File: src/rtl/barrier_root_pkg.sv
package barrier_root_pkg;

  typedef enum logic [2:0] {
    ST_IDLE,
    ST_PROBE,
    ST_WAIT,
    ST_BACKOFF,
    ST_RELEASE,
    ST_DONE
  } brc_state_e;

  localparam logic [1:0] ACK_ALL_READY = 2'd0;
  localparam logic       PKT_KIND_PROBE = 1'b0;
  localparam logic       PKT_KIND_WAKE  = 1'b1;

endpackage

File: src/rtl/brc_backoff.sv
module brc_backoff #(
  parameter int BO_MIN = 16,
  parameter int BO_MAX = 4096
) (
  input  logic clk,
  input  logic rst_n,
  input  logic load_i,
  input  logic clear_i,
  input  logic run_i,
  output logic expire_o
);
  localparam int CW = $clog2(BO_MAX + 1);
  localparam logic [CW-1:0] MINV = CW'(BO_MIN);
  localparam logic [CW-1:0] MAXV = CW'(BO_MAX);
  localparam logic [CW-1:0] HALF = CW'(BO_MAX / 2);

  logic [CW-1:0] cur_q;
  logic [CW-1:0] cnt_q;

  generate
    if (BO_MIN >= BO_MAX) begin : g_fixed
      assign cur_q = MAXV;
    end else begin : g_grow
      logic [CW-1:0] grow_q;
      always_ff @(posedge clk) begin
        if (!rst_n || clear_i) begin
          grow_q <= MINV;
        end else if (load_i) begin
          grow_q <= (grow_q >= HALF) ? MAXV : {grow_q[CW-2:0], 1'b0};
        end
      end
      assign cur_q = grow_q;
    end
  endgenerate

  always_ff @(posedge clk) begin
    if (!rst_n) begin
      cnt_q <= '0;
    end else if (load_i) begin
      cnt_q <= cur_q;
    end else if (run_i && cnt_q > CW'(1)) begin
      cnt_q <= cnt_q - CW'(1);
    end
  end

  assign expire_o = (cnt_q == CW'(1));

endmodule

File: src/rtl/brc_retry.sv
module brc_retry #(
  parameter int MAX_RETRY = 6
) (
  input  logic clk,
  input  logic rst_n,
  input  logic fail_i,
  input  logic clear_i,
  output logic err_o
);
  localparam int CW = $clog2(MAX_RETRY + 1);
  localparam logic [CW-1:0] LIMIT = CW'(MAX_RETRY);

  logic [CW-1:0] cnt_q;
  logic          err_q;

  always_ff @(posedge clk) begin
    if (!rst_n) begin
      cnt_q <= '0;
      err_q <= 1'b0;
    end else begin
      if (clear_i) begin
        cnt_q <= '0;
      end else if (fail_i && cnt_q != LIMIT) begin
        cnt_q <= cnt_q + CW'(1);
      end
      if (fail_i && (cnt_q + CW'(1) >= LIMIT)) begin
        err_q <= 1'b1;
      end
    end
  end

  assign err_o = err_q;

endmodule

File: src/rtl/barrier_root_ctrl.sv
module barrier_root_ctrl
  import barrier_root_pkg::*;
#(
  parameter int SEQ_W     = 8,
  parameter int BO_MIN    = 16,
  parameter int BO_MAX    = 4096,
  parameter int MAX_RETRY = 6
) (
  input  logic             clk,
  input  logic             rst_n,
  input  logic             start_i,
  output logic             pkt_valid_o,
  input  logic             pkt_ready_i,
  output logic             pkt_wake_o,
  output logic [SEQ_W-1:0] pkt_seq_o,
  input  logic             ack_valid_i,
  input  logic [1:0]       ack_code_i,
  output logic             done_o,
  output logic [SEQ_W-1:0] seq_o,
  output logic             err_o
);
  brc_state_e       st_q, st_d;
  logic             pend_q;
  logic [SEQ_W-1:0] seq_q;
  logic             fail_w;
  logic             win_w;
  logic             expire_w;

  assign fail_w = (st_q == ST_WAIT) && ack_valid_i && (ack_code_i != ACK_ALL_READY);
  assign win_w  = (st_q == ST_RELEASE) && pkt_ready_i;

  always_comb begin
    st_d = st_q;
    case (st_q)
      ST_IDLE:    if (start_i || pend_q) st_d = ST_PROBE;
      ST_PROBE:   if (pkt_ready_i) st_d = ST_WAIT;
      ST_WAIT: begin
        if (ack_valid_i) st_d = (ack_code_i == ACK_ALL_READY) ? ST_RELEASE : ST_BACKOFF;
      end
      ST_BACKOFF: if (expire_w) st_d = ST_PROBE;
      ST_RELEASE: if (pkt_ready_i) st_d = ST_DONE;
      ST_DONE:    st_d = ST_IDLE;
      default:    st_d = ST_IDLE;
    endcase
  end

  always_ff @(posedge clk) begin
    if (!rst_n) begin
      st_q   <= ST_IDLE;
      pend_q <= 1'b0;
      seq_q  <= '0;
    end else begin
      st_q <= st_d;
      if (st_q == ST_IDLE) begin
        pend_q <= 1'b0;
      end else if (start_i) begin
        pend_q <= 1'b1;
      end
      if (st_q == ST_DONE) begin
        seq_q <= seq_q + SEQ_W'(1);
      end
    end
  end

  brc_backoff #(
    .BO_MIN (BO_MIN),
    .BO_MAX (BO_MAX)
  ) u_backoff (
    .clk      (clk),
    .rst_n    (rst_n),
    .load_i   (fail_w),
    .clear_i  (win_w),
    .run_i    (st_q == ST_BACKOFF),
    .expire_o (expire_w)
  );

  brc_retry #(
    .MAX_RETRY (MAX_RETRY)
  ) u_retry (
    .clk     (clk),
    .rst_n   (rst_n),
    .fail_i  (fail_w),
    .clear_i (win_w),
    .err_o   (err_o)
  );

  assign pkt_valid_o = (st_q == ST_PROBE) || (st_q == ST_RELEASE);
  assign pkt_wake_o  = (st_q == ST_RELEASE) ? PKT_KIND_WAKE : PKT_KIND_PROBE;
  assign pkt_seq_o   = seq_q;
  assign seq_o       = seq_q;
  assign done_o      = (st_q == ST_DONE);

endmodule

File: config.mk
export PLATFORM = sky130hd
export DESIGN_NAME = barrier_root_ctrl
export DESIGN_NICKNAME = d
export VERILOG_FILES = /design/src/rtl/barrier_root_pkg.sv /design/src/rtl/brc_backoff.sv /design/src/rtl/brc_retry.sv /design/src/rtl/barrier_root_ctrl.sv
export SDC_FILE = /design/constraint.sdc
export NUM_CORES = 1
export LEC_CHECK = 0
export ABC_AREA = 1
export BUFFER_PORTS_ARGS = -buffer_cell sky130_fd_sc_hd__buf_4
export CORE_MARGIN = 4
export CORE_UTILIZATION = 55
export DETAILED_ROUTE_END_ITERATION = 8
export PLACE_DENSITY_LB_ADDON = 0.12
export SLEW_MARGIN = 0
export SYNTH_ARGS = -nofsm -noshare
export SYNTH_HDL_FRONTEND = slang
export SYNTH_HIERARCHICAL = 1
export SYNTH_SLANG_ARGS = --single-unit
File: constraint.sdc
create_clock -name clk -period 2.7 [get_ports clk]
set_input_delay 0.135 -clock clk [delete_from_list [all_inputs] [get_ports clk]]
set_output_delay 0.135 -clock clk [all_outputs]
set_load 0.01 [all_outputs]
Word level (Yosys, flattened, before mapping) --
Cells that the tools add are included.
Word-level totals: bits in registers 42, output and inout port bits 20, logic and storage cells 54
Operators by class: $add $sub $neg 3, bitwise operators 1, multiplexer cells 11, equal/unequal tests 12, reduce and logical (&&, ||, !) cells 17, $lt $le $gt $ge 3
Operator list (count):
- 13-bit two-way mux | 3
- 3-bit two-way mux | 6
- 3-bit one-hot mux with 5 select lines | 1
- 13-bit by 1-bit == test with 1-bit output (second input constant) | 1
- 13-bit by 12-bit greater-or-equal comparator with 1-bit output (second input constant) | 1
- 13-bit by 1-bit > comparator with 1-bit output (second input constant) | 1
- 13-bit by 1-bit subtractor with 13-bit output (second input constant) | 1
- 2-bit inequality test (second input constant) | 5
- 8-bit by 1-bit adder with 8-bit output (second input constant) | 1
- 3-bit by 2-bit == test with 1-bit output (second input constant) | 2
- 3-bit == test (second input constant) | 2
- 1-bit logical AND | 6
- 5-bit AND reduction | 1
- 2-bit nonzero test | 2
- 2-bit OR reduction | 2
- 3-bit by 1-bit adder with 3-bit output (second input constant) | 1
- 3-bit by 1-bit == test with 1-bit output (second input constant) | 1
- 3-bit greater-or-equal comparator (second input constant) | 1
- 3-bit zero test | 1
- 1-bit logical OR | 3
- 3-bit inequality test (second input constant) | 1
- 2-bit zero test | 1
- 1-bit zero test | 1
- 1-bit two-way mux | 1
- 1-bit inverter | 1

Longest topological paths before layout --
Gate-level depths: netlist of the first run.
depth after elaboration 4, mapped depth 11

Cells and area by module --
The synthesis of the first run kept the hierarchy.
Modules (own cells, without submodules):
- brc_backoff | area an instance 1260.0 um^2, times used 1, cells an instance 194
- barrier_root_ctrl | area an instance 764.5 um^2, times used 1, cells an instance 109
- brc_retry | area an instance 246.5 um^2, times used 1, cells an instance 34

Worst setup path after synthesis of the first run --
Ideal clock, no wire load.
kind register to register, from register st_q[1], to register u_backoff.cnt_q[9], stages on the path, launching flop included 11, path buffers 1, setup slack 973 ps, library setup time 109 ps, arrival time 1618 ps, cell sequence dfxtp_1 -> inv_1 -> nor2_1 -> nand3b_1 -> nor2_1 -> clkinv_1 -> clkbuf_1 -> nand3_1 -> nand3_1 -> nand2_1 -> inv_1
Between the ends: cells in the longest elaborated chain, start to end 4
Ends and longest elaborated chain:
- start, declared | line barrier_root_ctrl.sv:22 | brc_state_e st_q, st_d;
- start signal, assigned | line barrier_root_ctrl.sv:53 | st_q <= st_d;
- 3-bit by 2-bit == test with 1-bit output * | line barrier_root_ctrl.sv:29 | assign fail_w = (st_q == ST_WAIT) && ack_valid_i && (ack_code_i != ACK_ALL_READY);
- 1-bit logical AND * (2 in a row) | line barrier_root_ctrl.sv:29
- net fail_w | line barrier_root_ctrl.sv:25 | logic fail_w;
- 13-bit two-way mux or 2-bit nonzero test (tied branches)
- end signal, assigned | line brc_backoff.sv:40 | cnt_q <= cur_q;
- end signal, assigned | line brc_backoff.sv:42 | cnt_q <= cnt_q - CW'(1);
- end, declared | line brc_backoff.sv:18 | logic [CW-1:0] cnt_q;
The timed path passes the listed nets; every way through them passes the cells marked *. A chain may end at the register's enable or synchronous reset.

Worst setup path after layout of the first run --
from register st_q[1], to register u_backoff.cnt_q[6]
The elaborated chain is that of the path after synthesis.

==> impl_metrics.tcl, run 1 <==
set metrics [dict create \
    clock_sinks 38 \
    initial_core_util_pct 56.8 \
    layout-drive-gt1-share_pct 20.1 \
    routed_wl_mm 4.59 \
    synth_top_area_share_pct 33.5 \
    dieWidth_um 72.3 \
    grt_overflow 0 \
    ir_drop_v 0.000404 \
    synth_edf_count 0 \
    gr-usage-all-layers_pct 19.3 \
    ys_ff_latch 38 \
    cts_hold_buf 0 \
    place_hpwl_mm 3.44 \
    portBuffers 26 \
    reg2reg_slack_ns 0.58 \
    drc 0 \
    core_area_um2 4000 \
    worstPathCellList "inv_1 -> nor2_1 -> nand3b_1 -> nor2_1 -> clkinv_1 -> nand2_4 -> inv_6 -> nor2_1 -> nor2_1" \
    crit_top_cell "nor2_1" \
    grt_pass1_wl_mm 8.02 \
    finalHoldViolCount 0 \
    crit_fanout 19 \
    area_growth_pct 11.6 \
    worst_clock_skew_ns 0.00628 \
    cts_tree "yes" \
    clk_path_buf_depth 2 \
    ys_seq_area_share_pct 33.5 \
    path_clk_slew_ns 0.07 \
    setup_viol 0 \
    dp_cells 402 \
    dieArea_um2 5220 \
    synthTopCellsByArea "dfxtp_1 (33%), nand2_1 (15%), nor2_1 (6.4%), nand3_1 (6.0%), a21oi_1 (5.5%)" \
    post_cts.repair.setup_buffers 0 \
    cp.arrival_ns 2.30 \
    rows 23 \
    drt_first_iter_violations 158 \
    period_share_pct 78.5 \
    ios 27 \
    root_buffer "clkbuf_8" \
    antenna_found_initial 0 \
    synth_nets 350 \
    place_area_um2 2460 \
    ys_warn_count 6 \
    r2r_cells 9 \
    n_fill_cell 377 \
    tns_ns 0 \
    fin_cells 409 \
    relSlewSlack_pct 61.2 \
    synth_cells 337 \
    synth_area_um2 2270 \
    synth.most_common_cell "nand2_1" \
    slowest_delay_ns 0.50 \
    first_pass_iters 4 \
    power_density_nw_per_um2 797 \
    path_class "reg2reg" \
    cts_resized 0 \
    ys_types 35 \
    h-tree-depth 2 \
    fmax_mhz 472 \
    avgViaCountPerCell 4.95 \
    min_path_cells 3 \
    required_ns 2.88 \
    p_leak_nw 1.18 \
    syn_area_per_cell_um2 6.74 \
    grt_pass1_vias 1834 \
    end_kind "flop" \
    wl_per_cell_um 11.2 \
    slew_violations 0 \
    antenna_left 0 \
    max_slew.worst_pin.slew_ns 0.579 \
    maxCapViolCount 0 \
    diodes 0 \
    crit_path_top_delay_cell "clkinv_1" \
    hp-class "in2reg" \
    nets 372 \
    status "finished, final reports clean" \
    die_h_um 72.3 \
    grt_max_degree 21 \
    design_area_um2 2530 \
    dr_total_vias 2023 \
    yosys-top-cells-count "nand2_1 (92), nor2_1 (39), dfxtp_1 (38)" \
    synth-async-reset-ratio_pct 0 \
    clk_latency_ns 0.29 \
    synth_top_area_cell "dfxtp_1" \
    numCtsBuffers 5 \
    rsz0062_at_grt "no" \
    ys.flop_type "dfxtp_1" \
    gp_congestion 0.823 \
    timing.final.crit_period_ns 2.12 \
    total_power_mw 2.02 \
    startpoint_type "flop" \
]
-- layer usage --
metal	part of all wire, %	up-vias	GRT usage, %
met3	3.6	2	6.23
met1	51	899	26.4
met5	0	-	0
li1	-	1097	-
met4	0.52	0	5.01
met2	45	25	29.1
-- power by group --
part | total, mW | internal (mW) | switching [mW] | leakage (nW)
registers | 0.722 | 0.623 | 0.0989 | 0.307
clock network | 0.366 | 0.173 | 0.193 | 0.0438
logic | 0.932 | 0.356 | 0.576 | 0.824
total | 2.02 | 1.15 | 0.868 | 1.18
-- cell families (layout without fill, tap and decap cells) --
| family | Yosys count | after routing | synth area share, % |
|---|---|---|---|
| adders and majority gates | 6 | 6 | 3.31 |
| and+or+nand+nor | 198 | 198 | 41.0 |
| AOI/OAI and AO/OA | 41 | 41 | 10.6 |
| xor gates and xnor gates | 4 | 4 | 1.54 |
| DFF | 38 | 38 | 33.5 |
| buffers and inverters | 50 | 72 | 10.0 |
-- sequential cells by signal (all words and copies together), names as in the netlist --
signal / count
u_backoff/cnt_q: 13
st_q: 3
pkt_seq_o: 8
u_retry/cnt_q: 3
u_backoff/cur_q: 9
u_retry/err_o: 1
pend_q: 1
-- placed cells by master (no fill, tap or decap), drive strengths merged --
master  instances
nand3          30
buf            27
ha              6
o21bai          3
clkinv          3
nand3b          3
and2            1
xor2            2
clkbuf          5
dfxtp          38
nand4           1
nor3            5
a211oi          1
nor4            1
a21boi          1
o21ai           9
a21oi          27
inv            37
nor2           58
xnor2           2
nand2          99
-- worst max-delay path: cells and delay by family (launching register included) --
family                 cells  cell delay (ns)
buffers and inverters      3             0.69
DFF                        1             0.42
and+or+nand+nor            6             0.90
-- worst paths after layout --
path	startpoint	to
max	st_q[1]$_SDFFE_PN0P_	u_backoff/cnt_q[6]$_SDFFE_PN0P_
min	rst_n	st_q[2]$_SDFFE_PN0P_
max reg2reg	st_q[1]$_SDFFE_PN0P_	u_backoff/cnt_q[6]$_SDFFE_PN0P_
min reg2reg	u_retry/err_o$_SDFFE_PN0P_	u_retry/err_o$_SDFFE_PN0P_
-- stage by stage --
step / utilization (%) / hold WS (ns) / worst slack (ns)
2_1_floorplan: - / 0.233 / 0.973
3_3_place_gp: 61.4 / 0.440 / 0.687
3_5_place_dp: 61.4 / 0.450 / 0.659
4_1_cts: 63.4 / 0.138 / 0.630
5_1_grt: 63.4 / 0.150 / 0.364
6_report: 63.4 / 0.146 / 0.582
-- cell type report --
cell class                      count  area (um^2)  area share [%]
Clock buffer                        5         68.8            2.71
Tap cell                           50         62.6            2.47
Clock inverter                      2         10.0           0.395
Timing Repair Buffer               27          203            8.00
Inverter                           38          148            5.82
Multi-Input combinational cell    249         1280            50.6
Sequential cell                    38          761            30.0
No activity file was read; power rests on OpenSTA's default activity.
==> inputs of run 2 (changes only) <==
clock period = 2.1 ns   (was 2.7 ns; I/O delays follow)
==> impl_metrics.tcl, run 2 (synthesis gave the netlist of run 1 again) <==
set metrics [dict create \
    status "finished, final reports clean" \
    crit_family "simple AND/OR/NAND/NOR gates" \
    hp-class "in2reg" \
    required_ns 2.29 \
    dr_total_vias 2026 \
    ir_drop_v 0.000461 \
    dp_cells 406 \
    antenna_found_initial 0 \
    grt_overflow 0 \
    cts_resized 0 \
    diodes 0 \
    crit_path_top_delay_cell "dfxtp_1" \
    clk_latency_ns 0.30 \
    regMostFlops "u_backoff/cnt_q" \
    nets 376 \
    finalHoldViolCount 0 \
    place_area_um2 2490 \
    first_pass_iters 4 \
    path_class "reg2reg" \
    rows 23 \
    post_cts.repair.setup_buffers 0 \
    slowest_delay_ns 0.42 \
    final_cell_mix "nand2_1 (92), nor2_1 (39), dfxtp_1 (38)" \
    dieArea_um2 5220 \
    avgViaCountPerCell 4.91 \
    tns_ns 0 \
    fin_cells 413 \
    setup_viol 0 \
    place_hpwl_mm 3.57 \
    area_growth_pct 12.8 \
    r2r_cells 10 \
    period_share_pct 83.7 \
    end_kind "flop" \
    routed_wl_mm 4.71 \
    clk_path_buf_depth 2 \
    p_leak_nw 1.19 \
    drt_first_iter_violations 124 \
    core_area_um2 4000 \
    root_buffer "clkbuf_8" \
    largest_register_ffs 13 \
    relSlewSlack_pct 73.1 \
    max_slew.worst_pin.slew_ns 0.402 \
    ios 27 \
    min_path_cells 3 \
    cts_hold_buf 0 \
    total_power_mw 2.63 \
    worst_clock_skew_ns 0.00849 \
    worstPathCellList "inv_1 -> nor2_1 -> nand3b_1 -> nor2_1 -> buf_4 -> inv_1 -> a21oi_4 -> nand2_1 -> nand2_1 -> nor2_1" \
    timing.final.crit_period_ns 1.76 \
    cp.arrival_ns 1.95 \
    antenna_left 0 \
    grt_max_degree 21 \
    cts_tree "yes" \
    n_fill_cell 393 \
    startpoint_type "flop" \
    h-tree-depth 2 \
    maxCapViolCount 0 \
    dieWidth_um 72.3 \
    portBuffers 26 \
    die_h_um 72.3 \
    power_density_nw_per_um2 1030 \
    path_clk_slew_ns 0.08 \
    rsz0062_at_grt "no" \
    mostFrequentLayoutCell "nand2_1" \
    drc 0 \
    crit_fanout 20 \
    grt_pass1_wl_mm 7.96 \
    crit_top_cell "nor2_1" \
    grt_pass1_vias 1756 \
    gr-usage-all-layers_pct 19.2 \
    slew_violations 0 \
    crit_buf_inv 3 \
    initial_core_util_pct 56.8 \
    cp.depth 10 \
    clock_sinks 38 \
    numCtsBuffers 5 \
    gp_congestion 0.838 \
    design_area_um2 2560 \
    fmax_mhz 569 \
    layout-drive-gt1-share_pct 20.4 \
    wl_per_cell_um 11.4 \
]
## run 2: cell count changes in the layout (fill, tap and decap cells not counted)
cell	delta
clkbuf_1	+2
buf_4	+4
clkinv_2	-2
## run 2: through the flow
step	setup slack [ns]	hold slack, ns	utilization [%]
2_1_floorplan	0.373	0.203	-
3_3_place_gp	0.399	0.409	62.2
3_5_place_dp	0.341	0.419	62.2
4_1_cts	0.323	0.103	64.1
5_1_grt	0.0811	0.130	64.1
6_report	0.341	0.106	64.1
## run 2: final timing paths
path | start | to | slack, ns
worst max register to register | st_q[1]$_SDFFE_PN0P_ | u_retry/cnt_q[0]$_SDFFE_PP0P_ | 0.34
worst max-delay path | st_q[1]$_SDFFE_PN0P_ | u_retry/cnt_q[0]$_SDFFE_PP0P_ | 0.34
worst min register to register | u_retry/err_o$_SDFFE_PN0P_ | u_retry/err_o$_SDFFE_PN0P_ | 0.47
worst min-delay path | rst_n | u_backoff/cnt_q[9]$_SDFFE_PN0P_ | 0.11
## run 2: layout make-up
type,instances,area (um^2),area share (%)
Clock buffer,7,76.3,2.98
Inverter,38,148,5.76
Multi-Input combinational cell,249,1280,50.0
Sequential cell,38,761,29.7
Tap cell,50,62.6,2.44
Timing Repair Buffer,31,233,9.08
## run 2: where the power goes
part | internal, mW | leakage, nW | switching (mW) | total, mW
registers | 0.801 | 0.307 | 0.0873 | 0.888
logic | 0.487 | 0.843 | 0.772 | 1.26
clock network | 0.229 | 0.0383 | 0.251 | 0.480
## run 2: worst min-delay path, delay by kind of cell
family | cells | cell delay [ns]
AND/OR/NAND/NOR | 1 | 0.07
buffers and inverters | 2 | 0.20
## run 2: layer usage
| layer | up-vias | track usage (%) | part of all wire [%] | wire [um] |
|---|---|---|---|---|
| met5 | - | 0 | 0 | 0 |
| met2 | 20 | 28.6 | 45 | 2130 |
| met1 | 890 | 27.6 | 51 | 2380 |
| met3 | 6 | 4.16 | 2.8 | 134 |
| met4 | 0 | 6.26 | 1.3 | 63 |
| li1 | 1110 | - | - | - |
==> inputs of run 3 (changes only) <==
ABC_AREA = 0   (was 1)
clock period = 1.8 ns   (was 2.1 ns; I/O delays follow)
==> impl_metrics.tcl, run 3 <==
set metrics [dict create \
    status "finished with violations" \
    violations "setup timing" \
    synth_nets 262 \
    grt_overflow 0 \
    p_leak_nw 1.06 \
    finalHoldViolCount 0 \
    tns_ns -0.0680 \
    highest_layer "met4" \
    synth_top_area_cell "dfxtp_1" \
    ys.flop_type "dfxtp_1" \
    antenna_left 0 \
    first_pass_iters 4 \
    max_slew.worst_pin.slew_ns 0.417 \
    min_path_cells 3 \
    setup_slack_ns -0.0680 \
    numCtsBuffers 5 \
    clock_sinks 38 \
    synth_edf_count 0 \
    grt_pass1_wl_mm 7.49 \
    ir_drop_v 0.000653 \
    maxCapViolCount 0 \
    cts_hold_buf 0 \
    dr_wl_met3_um 219 \
    grt_pass1_vias 1701 \
    mostFrequentLayoutCell "buf_4" \
    synthTopCellsByArea "dfxtp_1 (36%), nand2_1 (4.6%), a21oi_1 (4.0%), ha_1 (3.5%), mux2i_1 (3.3%)" \
    yosys-top-cells-count "dfxtp_1 (38), nand2_1 (26), a21oi_1 (17)" \
    initial_core_util_pct 57.5 \
    timing.final.crit_period_ns 1.87 \
    drc 0 \
    portBuffers 26 \
    avgViaCountPerCell 5.65 \
    ios 27 \
    gr-usage-all-layers_pct 18.5 \
    wl_per_cell_um 13.3 \
    timing.hold.ws_ns 0.0530 \
    synth_fa_ha_area_share_pct 3.54 \
    diodes 0 \
    slew_violations 0 \
    n_fill_cell 308 \
    fin_util_pct 71.7 \
    required_ns 2.03 \
    place_hpwl_mm 3.10 \
    drt-met1-wl_mm 2.13 \
    gp_congestion 0.888 \
    synth.area.mux_share_pct 3.31 \
    clk_path_buf_depth 2 \
    die_h_um 70.1 \
    setup_viol 1 \
    clk_latency_ns 0.30 \
    synth_area_um2 2120 \
    hp-class "in2reg" \
    synth-async-reset-ratio_pct 0 \
    regMostFlops "u_backoff/cnt_q" \
    fmax_mhz 535 \
    ys_ff_latch 38 \
    synth_top_family_by_area "simple AND/OR/NAND/NOR gates" \
    cp.arrival_ns 2.10 \
    root_buffer "clkbuf_8" \
    synth_top_area_share_pct 35.9 \
    yosys.area_share.simple_pct 29.8 \
    crit_fanout 2 \
    dieWidth_um 70.1 \
    wl_met2_mm 2.06 \
    r2r_cells 5 \
    dieArea_um2 4910 \
    path_clk_slew_ns 0.08 \
    power_density_nw_per_um2 1150 \
    ys_types 55 \
    grt_max_degree 37 \
    drt_first_iter_violations 89 \
    synth-xor-area-share_pct 4.13 \
    ys_warn_count 6 \
    period_share_pct 104 \
    worst_clock_skew_ns 0.00999 \
    antenna_found_initial 0 \
    synth.most_common_cell "dfxtp_1" \
    synth_compound_area_share_pct 16.5 \
    routed_wl_mm 4.47 \
    relSlewSlack_pct 72.1 \
    core_area_um2 3690 \
    rows 22 \
    ys_seq_area_share_pct 35.9 \
    layout-drive-gt1-share_pct 27.9 \
    syn_area_per_cell_um2 8.51 \
    startpoint_type "flop" \
    cts_tree "yes" \
    rsz0062_at_grt "yes" \
    area_growth_pct 24.7 \
    synth_cells 249 \
    final_cell_mix "buf_4 (48), dfxtp_1 (34), nand2_1 (26)" \
    largest_register_ffs 13 \
    h-tree-depth 2 \
    nets 299 \
    dr_total_vias 1892 \
    path_class "reg2reg" \
    end_kind "flop" \
]
run 3: area by class of cell:
class / count / area (um^2) / area share, %
repair buffers: 49 / 372 / 14.1
multi-input cells: 183 / 1270 / 48.1
clock buffers: 5 / 68.8 / 2.60
flip-flops and latches: 38 / 766 / 29.0
well taps: 48 / 60.1 / 2.27
clock inverters: 3 / 68.8 / 2.60
inverters: 9 / 37.5 / 1.42
run 3: routing by layer:
layer	vias up	track usage, %
met5	-	0
met3	6	3.31
met4	0	8.51
met2	43	27.6
met1	875	25.7
li1	968	-
run 3: repair_timing:
item / CTS / global route
cloned: 0 / 0
buffers inserted: 0 / 3
pin swaps: 0 / 7
endpoints found under the setup margin: 1 / 20
resized for setup: 0 / 12
run 3: cells by family (layout without fill, tap and decap cells):
group | after synthesis | count (layout)
AOI/OAI and AO/OA | 54 | 54
xor gates and xnor gates | 10 | 10
adders and majority gates | 6 | 6
buffers and inverters | 28 | 66
DFF | 38 | 38
muxes | 7 | 7
and+or+nand+nor | 106 | 106
run 3: path summary, 6_finish.rpt:
| kind | start | to | slack (ns) |
|---|---|---|---|
| worst max-delay path | st_q[2]$_SDFFE_PN0P_ | u_backoff/cnt_q[5]$_SDFFE_PN0P_ | -0.07 |
| worst max register to register | st_q[2]$_SDFFE_PN0P_ | u_backoff/cnt_q[5]$_SDFFE_PN0P_ | -0.07 |
| worst min register to register | u_retry/err_o$_SDFFE_PN0P_ | u_retry/err_o$_SDFFE_PN0P_ | 0.47 |
| worst min-delay path | start_i | pend_q$_SDFFE_PP0P_ | 0.05 |
run 3: per-stage QoR:
step	cells	area (um^2)	worst slack, ns	total power, mW
after floorplan	249	2160	-0.310	1.77
after global placement	324	2440	-0.0121	2.07
after detailed placement	324	2440	-0.0349	2.09
after CTS	332	2580	-0.0487	2.97
after global routing	335	2640	-0.147	3.21
final	335	2640	-0.0680	3.04
run 3: worst max-delay path, stage by stage, from the launching register on:
cell and delay (ns):
dfxtp_2 0.32, and3b_2 0.22, or4b_4 0.47, or3_4 0.34
or3_1 0.31, a31oi_1 0.15
run 3: power by group:
group / switching (mW) / internal, mW
registers: 0.0822 / 0.926
logic: 0.613 / 0.544
clock network: 0.315 / 0.555
total: 1.01 / 2.03
